**src/rtl/dseq_pkg.sv**
```systemverilog
package dseq_pkg;
  typedef enum logic [1:0] {
    CMD_NOP = 2'd0,
    CMD_ACT = 2'd1,
    CMD_PRE = 2'd2,
    CMD_REF = 2'd3
  } cmd_e;

  typedef enum logic [1:0] {
    OP_COPY = 2'd0,
    OP_AND  = 2'd1,
    OP_OR   = 2'd2,
    OP_RSV  = 2'd3
  } op_e;

  localparam int unsigned IDX_W = 5;

  // last step index of an operation's schedule
  function automatic logic [IDX_W-1:0] last_step(input logic [1:0] op);
    return (op == OP_COPY) ? 5'd3 : 5'd20;
  endfunction
endpackage

```
**src/rtl/dseq_req_check.sv**
```systemverilog
module dseq_req_check #(
  parameter int HI_W = 5
) (
  input  logic [1:0]      op,
  input  logic [HI_W-1:0] hi_a,
  input  logic [HI_W-1:0] hi_b,
  input  logic [HI_W-1:0] hi_d,
  output logic            ok
);
  import dseq_pkg::*;

  function automatic logic same_sub(input logic [1:0] o, input logic [HI_W-1:0] a,
                                    input logic [HI_W-1:0] b, input logic [HI_W-1:0] d);
    if (o == OP_RSV) return 1'b0;
    if (a != d) return 1'b0;
    return (o == OP_COPY) || (a == b);
  endfunction

  assign ok = same_sub(op, hi_a, hi_b, hi_d);
endmodule

```
**src/rtl/dseq_prog.sv**
```systemverilog
module dseq_prog #(
  parameter int ROW_W  = 14,
  parameter int SUB_W  = 9,
  parameter int CNT_W  = 6,
  parameter int TRP    = 3,
  parameter int TREFR  = 5,
  parameter int CZ_OFS = 3,
  parameter int CO_OFS = 4
) (
  input  logic [1:0]                 op,
  input  logic [dseq_pkg::IDX_W-1:0] idx,
  input  logic [ROW_W-1:0]           ra,
  input  logic [ROW_W-1:0]           rb,
  input  logic [ROW_W-1:0]           rd,
  input  logic [CNT_W-1:0]           t1,
  input  logic [CNT_W-1:0]           t2,
  output dseq_pkg::cmd_e             cmd,
  output logic [ROW_W-1:0]           row,
  output logic [CNT_W-1:0]           gap,
  output logic                       last,
  output logic                       fast_act
);
  import dseq_pkg::*;

  localparam int HI_W = ROW_W - SUB_W;
  localparam logic [CNT_W-1:0] G_TRP = CNT_W'(TRP);
  localparam logic [CNT_W-1:0] G_REF = CNT_W'(TREFR);

  function automatic logic [CNT_W-1:0] clamp1(input logic [CNT_W-1:0] t);
    return (t == '0) ? CNT_W'(1) : t;
  endfunction

  function automatic logic [ROW_W-1:0] sub_row(input logic [HI_W-1:0] h, input int ofs);
    return {h, SUB_W'(ofs)};
  endfunction

  logic [HI_W-1:0]  hi;
  logic [CNT_W-1:0] g1, g2;
  logic [ROW_W-1:0] r1, r2, r3, rc;
  logic [ROW_W-1:0] src, dst;
  logic [1:0]       sub;
  logic             in_copy;

  assign hi = ra[ROW_W-1:SUB_W];
  assign g1 = clamp1(t1);
  assign g2 = clamp1(t2);
  assign r1 = sub_row(hi, 1);
  assign r2 = sub_row(hi, 2);
  assign r3 = sub_row(hi, 0);
  assign rc = (op == OP_OR) ? sub_row(hi, CO_OFS) : sub_row(hi, CZ_OFS);

  always_comb begin
    in_copy = 1'b1;
    sub     = idx[1:0];
    src     = ra;
    dst     = rd;
    if (op != OP_COPY) begin
      if (idx < 5'd4) begin
        dst = r1;
      end else if (idx < 5'd8) begin
        src = rb; dst = r2;
      end else if (idx < 5'd12) begin
        src = rc; dst = r3;
      end else if (idx < 5'd17) begin
        in_copy = 1'b0;
      end else begin
        sub = 2'(idx - 5'd17);
        src = r1;
      end
    end
    cmd = CMD_PRE;
    row = '0;
    gap = g1;
    if (in_copy) begin
      case (sub)
        2'd0:    begin cmd = CMD_ACT; row = src; gap = g1; end
        2'd1:    begin cmd = CMD_PRE; gap = g2; end
        2'd2:    begin cmd = CMD_ACT; row = dst; gap = g1; end
        default: begin cmd = CMD_PRE; gap = G_TRP; end
      endcase
    end else begin
      case (idx)
        5'd12:   begin cmd = CMD_REF; gap = G_REF; end
        5'd13:   begin cmd = CMD_ACT; row = r1; gap = CNT_W'(1); end
        5'd14:   begin cmd = CMD_PRE; gap = g2; end
        5'd15:   begin cmd = CMD_ACT; row = r2; gap = g1; end
        default: begin cmd = CMD_PRE; gap = G_TRP; end
      endcase
    end
  end

  assign last     = (idx == last_step(op));
  assign fast_act = !in_copy && (idx == 5'd13);
endmodule

```
**src/rtl/dseq_gap_timer.sv**
```systemverilog
module dseq_gap_timer #(
  parameter int CNT_W = 6
) (
  input  logic             clk,
  input  logic             rst_n,
  input  logic             load,
  input  logic [CNT_W-1:0] span,
  output logic             expired
);
  logic [CNT_W-1:0] cnt;

  always_ff @(posedge clk) begin
    if (!rst_n)              cnt <= '0;
    else if (load)           cnt <= span - CNT_W'(1);
    else if (cnt != '0)      cnt <= cnt - CNT_W'(1);
  end

  assign expired = (cnt == '0);
endmodule

```
**src/rtl/dseq_top.sv**
```systemverilog
module dseq_top #(
  parameter int BANK_W = 3,
  parameter int ROW_W  = 14,
  parameter int SUB_W  = 9,
  parameter int CNT_W  = 6,
  parameter int TRP    = 3,
  parameter int TREFR  = 5,
  parameter int CZ_OFS = 3,
  parameter int CO_OFS = 4
) (
  input  logic              clk,
  input  logic              rst_n,
  input  logic              req_valid,
  output logic              req_ready,
  input  logic [1:0]        req_op,
  input  logic [BANK_W-1:0] req_bank,
  input  logic [ROW_W-1:0]  req_src_a,
  input  logic [ROW_W-1:0]  req_src_b,
  input  logic [ROW_W-1:0]  req_dst,
  input  logic [CNT_W-1:0]  req_t1,
  input  logic [CNT_W-1:0]  req_t2,
  output logic [1:0]        cmd_o,
  output logic [BANK_W-1:0] bank_o,
  output logic [ROW_W-1:0]  row_o,
  output logic              done_o,
  output logic              err_o
);
  import dseq_pkg::*;

  localparam int HI_W = ROW_W - SUB_W;

  logic              busy, tail;
  logic [IDX_W-1:0]  idx;
  logic [1:0]        op_q;
  logic [BANK_W-1:0] bank_q;
  logic [ROW_W-1:0]  ra_q, rb_q, rd_q;
  logic [CNT_W-1:0]  t1_q, t2_q;

  logic             req_ok, tmr_done;
  cmd_e             p_cmd;
  logic [ROW_W-1:0] p_row;
  logic [CNT_W-1:0] p_gap;
  logic             p_last, p_fast;

  // named internal events
  logic ev_accept, ev_reject, ev_issue, ev_finish, ev_fast_pre;
  assign ev_accept   = !busy && req_valid && req_ok;
  assign ev_reject   = !busy && req_valid && !req_ok;
  assign ev_issue    = busy && tmr_done && !tail;
  assign ev_finish   = busy && tmr_done && tail;
  assign ev_fast_pre = ev_issue && p_fast;

  dseq_req_check #(.HI_W(HI_W)) u_chk (
    .op   (req_op),
    .hi_a (req_src_a[ROW_W-1:SUB_W]),
    .hi_b (req_src_b[ROW_W-1:SUB_W]),
    .hi_d (req_dst[ROW_W-1:SUB_W]),
    .ok   (req_ok)
  );

  dseq_prog #(
    .ROW_W(ROW_W), .SUB_W(SUB_W), .CNT_W(CNT_W), .TRP(TRP),
    .TREFR(TREFR), .CZ_OFS(CZ_OFS), .CO_OFS(CO_OFS)
  ) u_prog (
    .op(op_q), .idx(idx), .ra(ra_q), .rb(rb_q), .rd(rd_q),
    .t1(t1_q), .t2(t2_q),
    .cmd(p_cmd), .row(p_row), .gap(p_gap), .last(p_last), .fast_act(p_fast)
  );

  dseq_gap_timer #(.CNT_W(CNT_W)) u_tmr (
    .clk(clk), .rst_n(rst_n), .load(ev_issue), .span(p_gap), .expired(tmr_done)
  );

  always_ff @(posedge clk) begin
    if (!rst_n) begin
      busy <= 1'b0; tail <= 1'b0; idx <= '0; op_q <= '0; bank_q <= '0;
      ra_q <= '0; rb_q <= '0; rd_q <= '0; t1_q <= '0; t2_q <= '0;
      cmd_o <= CMD_NOP; bank_o <= '0; row_o <= '0; done_o <= 1'b0; err_o <= 1'b0;
    end else begin
      cmd_o  <= CMD_NOP;
      bank_o <= '0;
      row_o  <= '0;
      done_o <= 1'b0;
      err_o  <= ev_reject;
      if (ev_accept) begin
        busy <= 1'b1; tail <= 1'b0; idx <= '0;
        op_q <= req_op; bank_q <= req_bank;
        ra_q <= req_src_a; rb_q <= req_src_b; rd_q <= req_dst;
        t1_q <= req_t1; t2_q <= req_t2;
      end
      if (ev_issue) begin
        cmd_o  <= p_cmd;
        row_o  <= p_row;
        bank_o <= bank_q;
        idx    <= idx + IDX_W'(1);
        tail   <= p_last;
      end
      if (ev_finish) begin
        busy   <= 1'b0;
        tail   <= 1'b0;
        done_o <= 1'b1;
      end
    end
  end

  assign req_ready = !busy;
endmodule

```
**config.mk**
```make
export PLATFORM = sky130hd
export DESIGN_NAME = dseq_top
export DESIGN_NICKNAME = d
export VERILOG_FILES = /design/src/rtl/dseq_pkg.sv /design/src/rtl/dseq_req_check.sv /design/src/rtl/dseq_prog.sv /design/src/rtl/dseq_gap_timer.sv /design/src/rtl/dseq_top.sv
export SDC_FILE = /design/constraint.sdc
export NUM_CORES = 1
export LEC_CHECK = 0
export ABC_AREA = 1
export BUFFER_PORTS_ARGS = -buffer_cell sky130_fd_sc_hd__buf_2
export CELL_PAD_IN_SITES_DETAIL_PLACEMENT = 1
export CELL_PAD_IN_SITES_GLOBAL_PLACEMENT = 2
export CORE_MARGIN = 10
export CORE_UTILIZATION = 33
export DETAILED_ROUTE_END_ITERATION = 8
export GPL_TIMING_DRIVEN = 1
export PLACE_DENSITY_LB_ADDON = 0.08
export SLEW_MARGIN = 20
export SYNTH_ARGS = -nofsm -noshare
export SYNTH_HDL_FRONTEND = slang
export SYNTH_SLANG_ARGS = --single-unit
```
**constraint.sdc**
```tcl
create_clock -name clk -period 5.6 [get_ports clk]
set_clock_uncertainty 0.2 [all_clocks]
set_input_delay 0.56 -clock clk [delete_from_list [all_inputs] [get_ports clk]]
set_output_delay 0.56 -clock clk [all_outputs]
set_load 0.01 [all_outputs]
```
==> flow_summary_export.csv <==
group,metric,value,unit
hold_path,worstHoldEndpoint,"bank_o[1]$_SDFF_PN0_",
detailed_routing,routed-via-count,4297,
critical_path,slowest_stage,"sky130_fd_sc_hd__dfxtp_1",
global_routing,grt_pass1_wl,23.4,mm
sta,number_of_pins_with_negative_max_slew_slack_in_the_final_report,0,
die,start_util,0.337,
die,die_ht,136,µm
sta,worst-slew-pin-transition,0.911,ns
sta,post-route-period-util,0.504,
die,coreArea,13200,µm²
die,std_cell_rows,42,
critical_path,worst_r2r_path_depth,13,
clocking,cts.sink_count,93,
critical_path,critPathCaptureType,"flop",
run,timing.max_cap.violations,0,
critical_path,worst_path_arrival_time,2.90,ns
final_layout,drive_above_1_share,0.191,
place,numPortBuffers,83,
power,report.power.total,1470,µW
final_layout,final_common_cell,"sky130_fd_sc_hd__o21ai_0",
hold_path,hold_path_startpoint,"bank_q[1]$_SDFFE_PN0P_",
sta,achievable-frequency,355,MHz
die,die-area,18500,µm²
critical_path,worstPathCellList,"inv_1 > ha_1 > nand4_1 > nand2_1 > inv_2 > nand2_1 > a21oi_1 > nor3_1 > nor2_1 > nor2_4 > ha_1 > or2_0 > a31oi_1",
global_routing,grt_pass1_vias,4519,
global_routing,global_route.usage.total,0.160,
synthesis,synth_seq_cells,93,
detailed_routing,wire_per_inst,16.5,µm
synthesis,synthesis.yosys.warnings,0,
detailed_routing,antenna_left,0,
critical_path,worstPathMaxFanout,9,
detailed_routing,route.detailed.vias_per_inst,4.92,
power,power-per-cell-area,279,nW/µm²
clocking,cts_resized,0,
synthesis,seq_area_frac_synth,0.419,
global_routing,grt-ovfl-total,0,
sta,post-route-min-period,2.82,ns
final_layout,syn2layout_area_growth,18.9,%
synthesis,syn-mean-instance-area,7.16,µm²
place,hpwl,10.7,mm
clocking,cts-buffers-inserted,9,
sta,rsz0062_at_grt,"no",
synthesis,synth.mux.area_fraction,0,
critical_path,worstReg2RegStart,"idx[0]$_SDFFE_PN0P_",
synthesis,synth_nets,688,
final_layout,final_cell_mix,"sky130_fd_sc_hd__o21ai_0, sky130_fd_sc_hd__nand2_1, sky130_fd_sc_hd__dfxtp_1",
hold_path,hold_path_class,"reg2reg",
place,gp_congestion,0.854,
critical_path,timing.rr.end,"u_tmr.cnt[2]$_SDFFE_PN0P_",
critical_path,setup.worst_path.class,"reg2reg",
synthesis,synth_compound_gate_area_share,0.245,
sta,setup_viol,0,
sta,timing.max_slew.rel_slack,0.392,
critical_path,critical-path-max-stage-delay,0.53,ns
synthesis,yosysTopAreaCell,"sky130_fd_sc_hd__dfxtp_1",
clocking,cts_hold_buf,0,
synthesis,synthXorXnorAreaFrac,0.0118,
synthesis,synthAdderAreaFrac,0.0169,
synthesis,synth.top_cell.area_share,0.419,
clocking,cts_htree_levels,3,
detailed_routing,post-route-drc-count,0,
sta,setup_tns,0,ns
power,total_leakage_power,0.00211,µW
hold_path,min_delay_path_depth,2,
synthesis,synthesis.area,4440,µm²
synthesis,syn-instance-count,620,
clocking,clk_pin_slew_worst_paths,0.07,ns
synthesis,yosys.cell_types.count,39,
power,worst_ir_drop_vdd,0.112,mV
clocking,cts_root_buffer,"sky130_fd_sc_hd__clkbuf_16",
clocking,cts.repair_timing.setup_buffer_count,0,
detailed_routing,firstDrtPassIters,4,
run_status,outcome,"completed",
clocking,clock_tree_from_tritoncts,"done",
detailed_routing,drt_wl_total,14.4,mm
final_layout,n_antenna_cell,0,
clocking,clock_latency,0.36,ns
critical_path,crit_required,5.68,ns
global_routing,grt_max_degree,103,
critical_path,setup.reg_to_reg.worst_slack,2.78,ns
synthesis,synthTopCellsByArea,"sky130_fd_sc_hd__dfxtp_1, sky130_fd_sc_hd__o21ai_0, sky130_fd_sc_hd__a21oi_1, sky130_fd_sc_hd__nand2_1, sky130_fd_sc_hd__inv_1",
die,die_w,136,µm
detailed_routing,initialDrtViolationCount,189,
sta,fin_hold_viols,0,
final_layout,layout.nets,760,
clocking,cts-root-to-sink-buffers,2,
synthesis,dominant_combinational_cell_family_by_area_after_synthesis,"compound AO/OA/AOI/OAI gates",
global_routing,initial_antenna_violation_count,0,
die,boundaryPins,84,
synthesis,synthSimpleGateAreaFrac,0.199,
critical_path,start_kind,"flop",
-- per-stage QoR --
step           area [µm²]  hold slack (ns)  setup slack [ns]  utilization  std cells
5_1_grt              5280            0.259              2.53        0.400        873
6_report             5280            0.238              2.78        0.400        873
4_1_cts              5280            0.243              2.77        0.400        873
3_5_place_dp         4990            0.232              2.63        0.379        857
2_1_floorplan        4440            0.216              3.17            -        620
3_3_place_gp         4990            0.227              2.75        0.379        857
-- logic make-up (layout without fill, tap and decap cells) --
family | after synthesis | count (layout)
and+or+nand+nor | 188 | 188
xor gates and xnor gates | 6 | 6
DFF | 93 | 93
buffers and inverters | 122 | 199
adders and majority gates | 6 | 6
AOI/OAI and AO/OA | 205 | 205
-- worst max-delay path: cells and delay by family (launching register included) --
kind | cells | cell delay, ns
flops | 1 | 0.53
buf+inv | 2 | 0.30
fa+ha+maj | 2 | 0.57
compound gates | 2 | 0.24
simple gates | 7 | 0.91
-- per-layer routing --
metal	vias to the layer above	track usage	routed length, µm
li1	2187	-	-
met1	2040	0.206	6830
met2	55	0.258	6750
met3	15	0.0358	588
met4	0	0.0550	193
met5	-	0	0
-- synthesized netlist by cell type --
library cell / instances
sky130_fd_sc_hd__a211oi_1: 1
sky130_fd_sc_hd__a21oi_1: 82
sky130_fd_sc_hd__a21oi_2: 2
sky130_fd_sc_hd__a22o_1: 3
sky130_fd_sc_hd__a22oi_1: 1
sky130_fd_sc_hd__a31oi_1: 1
sky130_fd_sc_hd__and2_1: 2
sky130_fd_sc_hd__buf_2: 6
sky130_fd_sc_hd__buf_6: 2
sky130_fd_sc_hd__clkbuf_1: 17
sky130_fd_sc_hd__clkinv_1: 1
sky130_fd_sc_hd__dfxtp_1: 93
sky130_fd_sc_hd__ha_1: 6
sky130_fd_sc_hd__inv_1: 91
sky130_fd_sc_hd__inv_2: 5
sky130_fd_sc_hd__nand2_1: 93
sky130_fd_sc_hd__nand2_2: 10
sky130_fd_sc_hd__nand2_4: 1
sky130_fd_sc_hd__nand3_1: 26
sky130_fd_sc_hd__nand3_2: 2
sky130_fd_sc_hd__nand4_1: 7
sky130_fd_sc_hd__nor2_1: 26
sky130_fd_sc_hd__nor2_2: 4
sky130_fd_sc_hd__nor2_4: 5
sky130_fd_sc_hd__nor3_1: 6
sky130_fd_sc_hd__nor4_1: 1
sky130_fd_sc_hd__nor4_2: 1
sky130_fd_sc_hd__o2111ai_1: 1
sky130_fd_sc_hd__o211ai_1: 8
sky130_fd_sc_hd__o21a_1: 1
sky130_fd_sc_hd__o21ai_0: 96
sky130_fd_sc_hd__o21ai_1: 3
sky130_fd_sc_hd__o221ai_1: 1
sky130_fd_sc_hd__o22ai_1: 5
sky130_fd_sc_hd__or2_0: 1
sky130_fd_sc_hd__or2_1: 2
sky130_fd_sc_hd__or2_2: 1
sky130_fd_sc_hd__xnor2_1: 4
sky130_fd_sc_hd__xor2_1: 2
-- worst max-delay path by stage --
stage | from | to | slack, ns
2_1_floorplan | idx[0]$_SDFFE_PN0P_ | u_tmr.cnt[2]$_SDFFE_PN0P_ | 3.17
3_5_place_dp | req_src_a[10] | rb_q[10]$_SDFFE_PN0P_ | 2.63
3_3_place_gp | req_src_b[13] | rb_q[9]$_SDFFE_PN0P_ | 2.75
6_report | idx[0]$_SDFFE_PN0P_ | u_tmr.cnt[2]$_SDFFE_PN0P_ | 2.78
4_1_cts | idx[0]$_SDFFE_PN0P_ | u_tmr.cnt[2]$_SDFFE_PN0P_ | 2.77
5_1_grt | idx[0]$_SDFFE_PN0P_ | u_tmr.cnt[2]$_SDFFE_PN0P_ | 2.53
-- sequential cells by signal, summed over array words and instances (netlist names) --
| name | count |
|---|---|
| bank_o | 3 |
| bank_q | 3 |
| busy | 1 |
| cmd_o | 2 |
| done_o | 1 |
| err_o | 1 |
| idx | 5 |
| op_q | 2 |
| ra_q | 14 |
| rb_q | 14 |
| rd_q | 14 |
| row_o | 14 |
| t1_q | 6 |
| t2_q | 6 |
| tail | 1 |
| u_tmr.cnt | 6 |
-- power breakdown --
part	internal, µW	switching [µW]
Clock	327	270
Combinational	73.9	112
Sequential	680	9.06
Total	1080	390
-- final cells by class --
| class | instances | area, µm² |
|---|---|---|
| inverters | 97 | 364 |
| repair buffers | 86 | 438 |
| clock buffers | 12 | 256 |
| flip-flops and latches | 93 | 1860 |
| fillers | 1699 | 7910 |
| well taps | 176 | 220 |
| clock inverters | 4 | 30.0 |
| multi-input cells | 405 | 2110 |
Note: power is estimated with default switching activity, not from simulation.
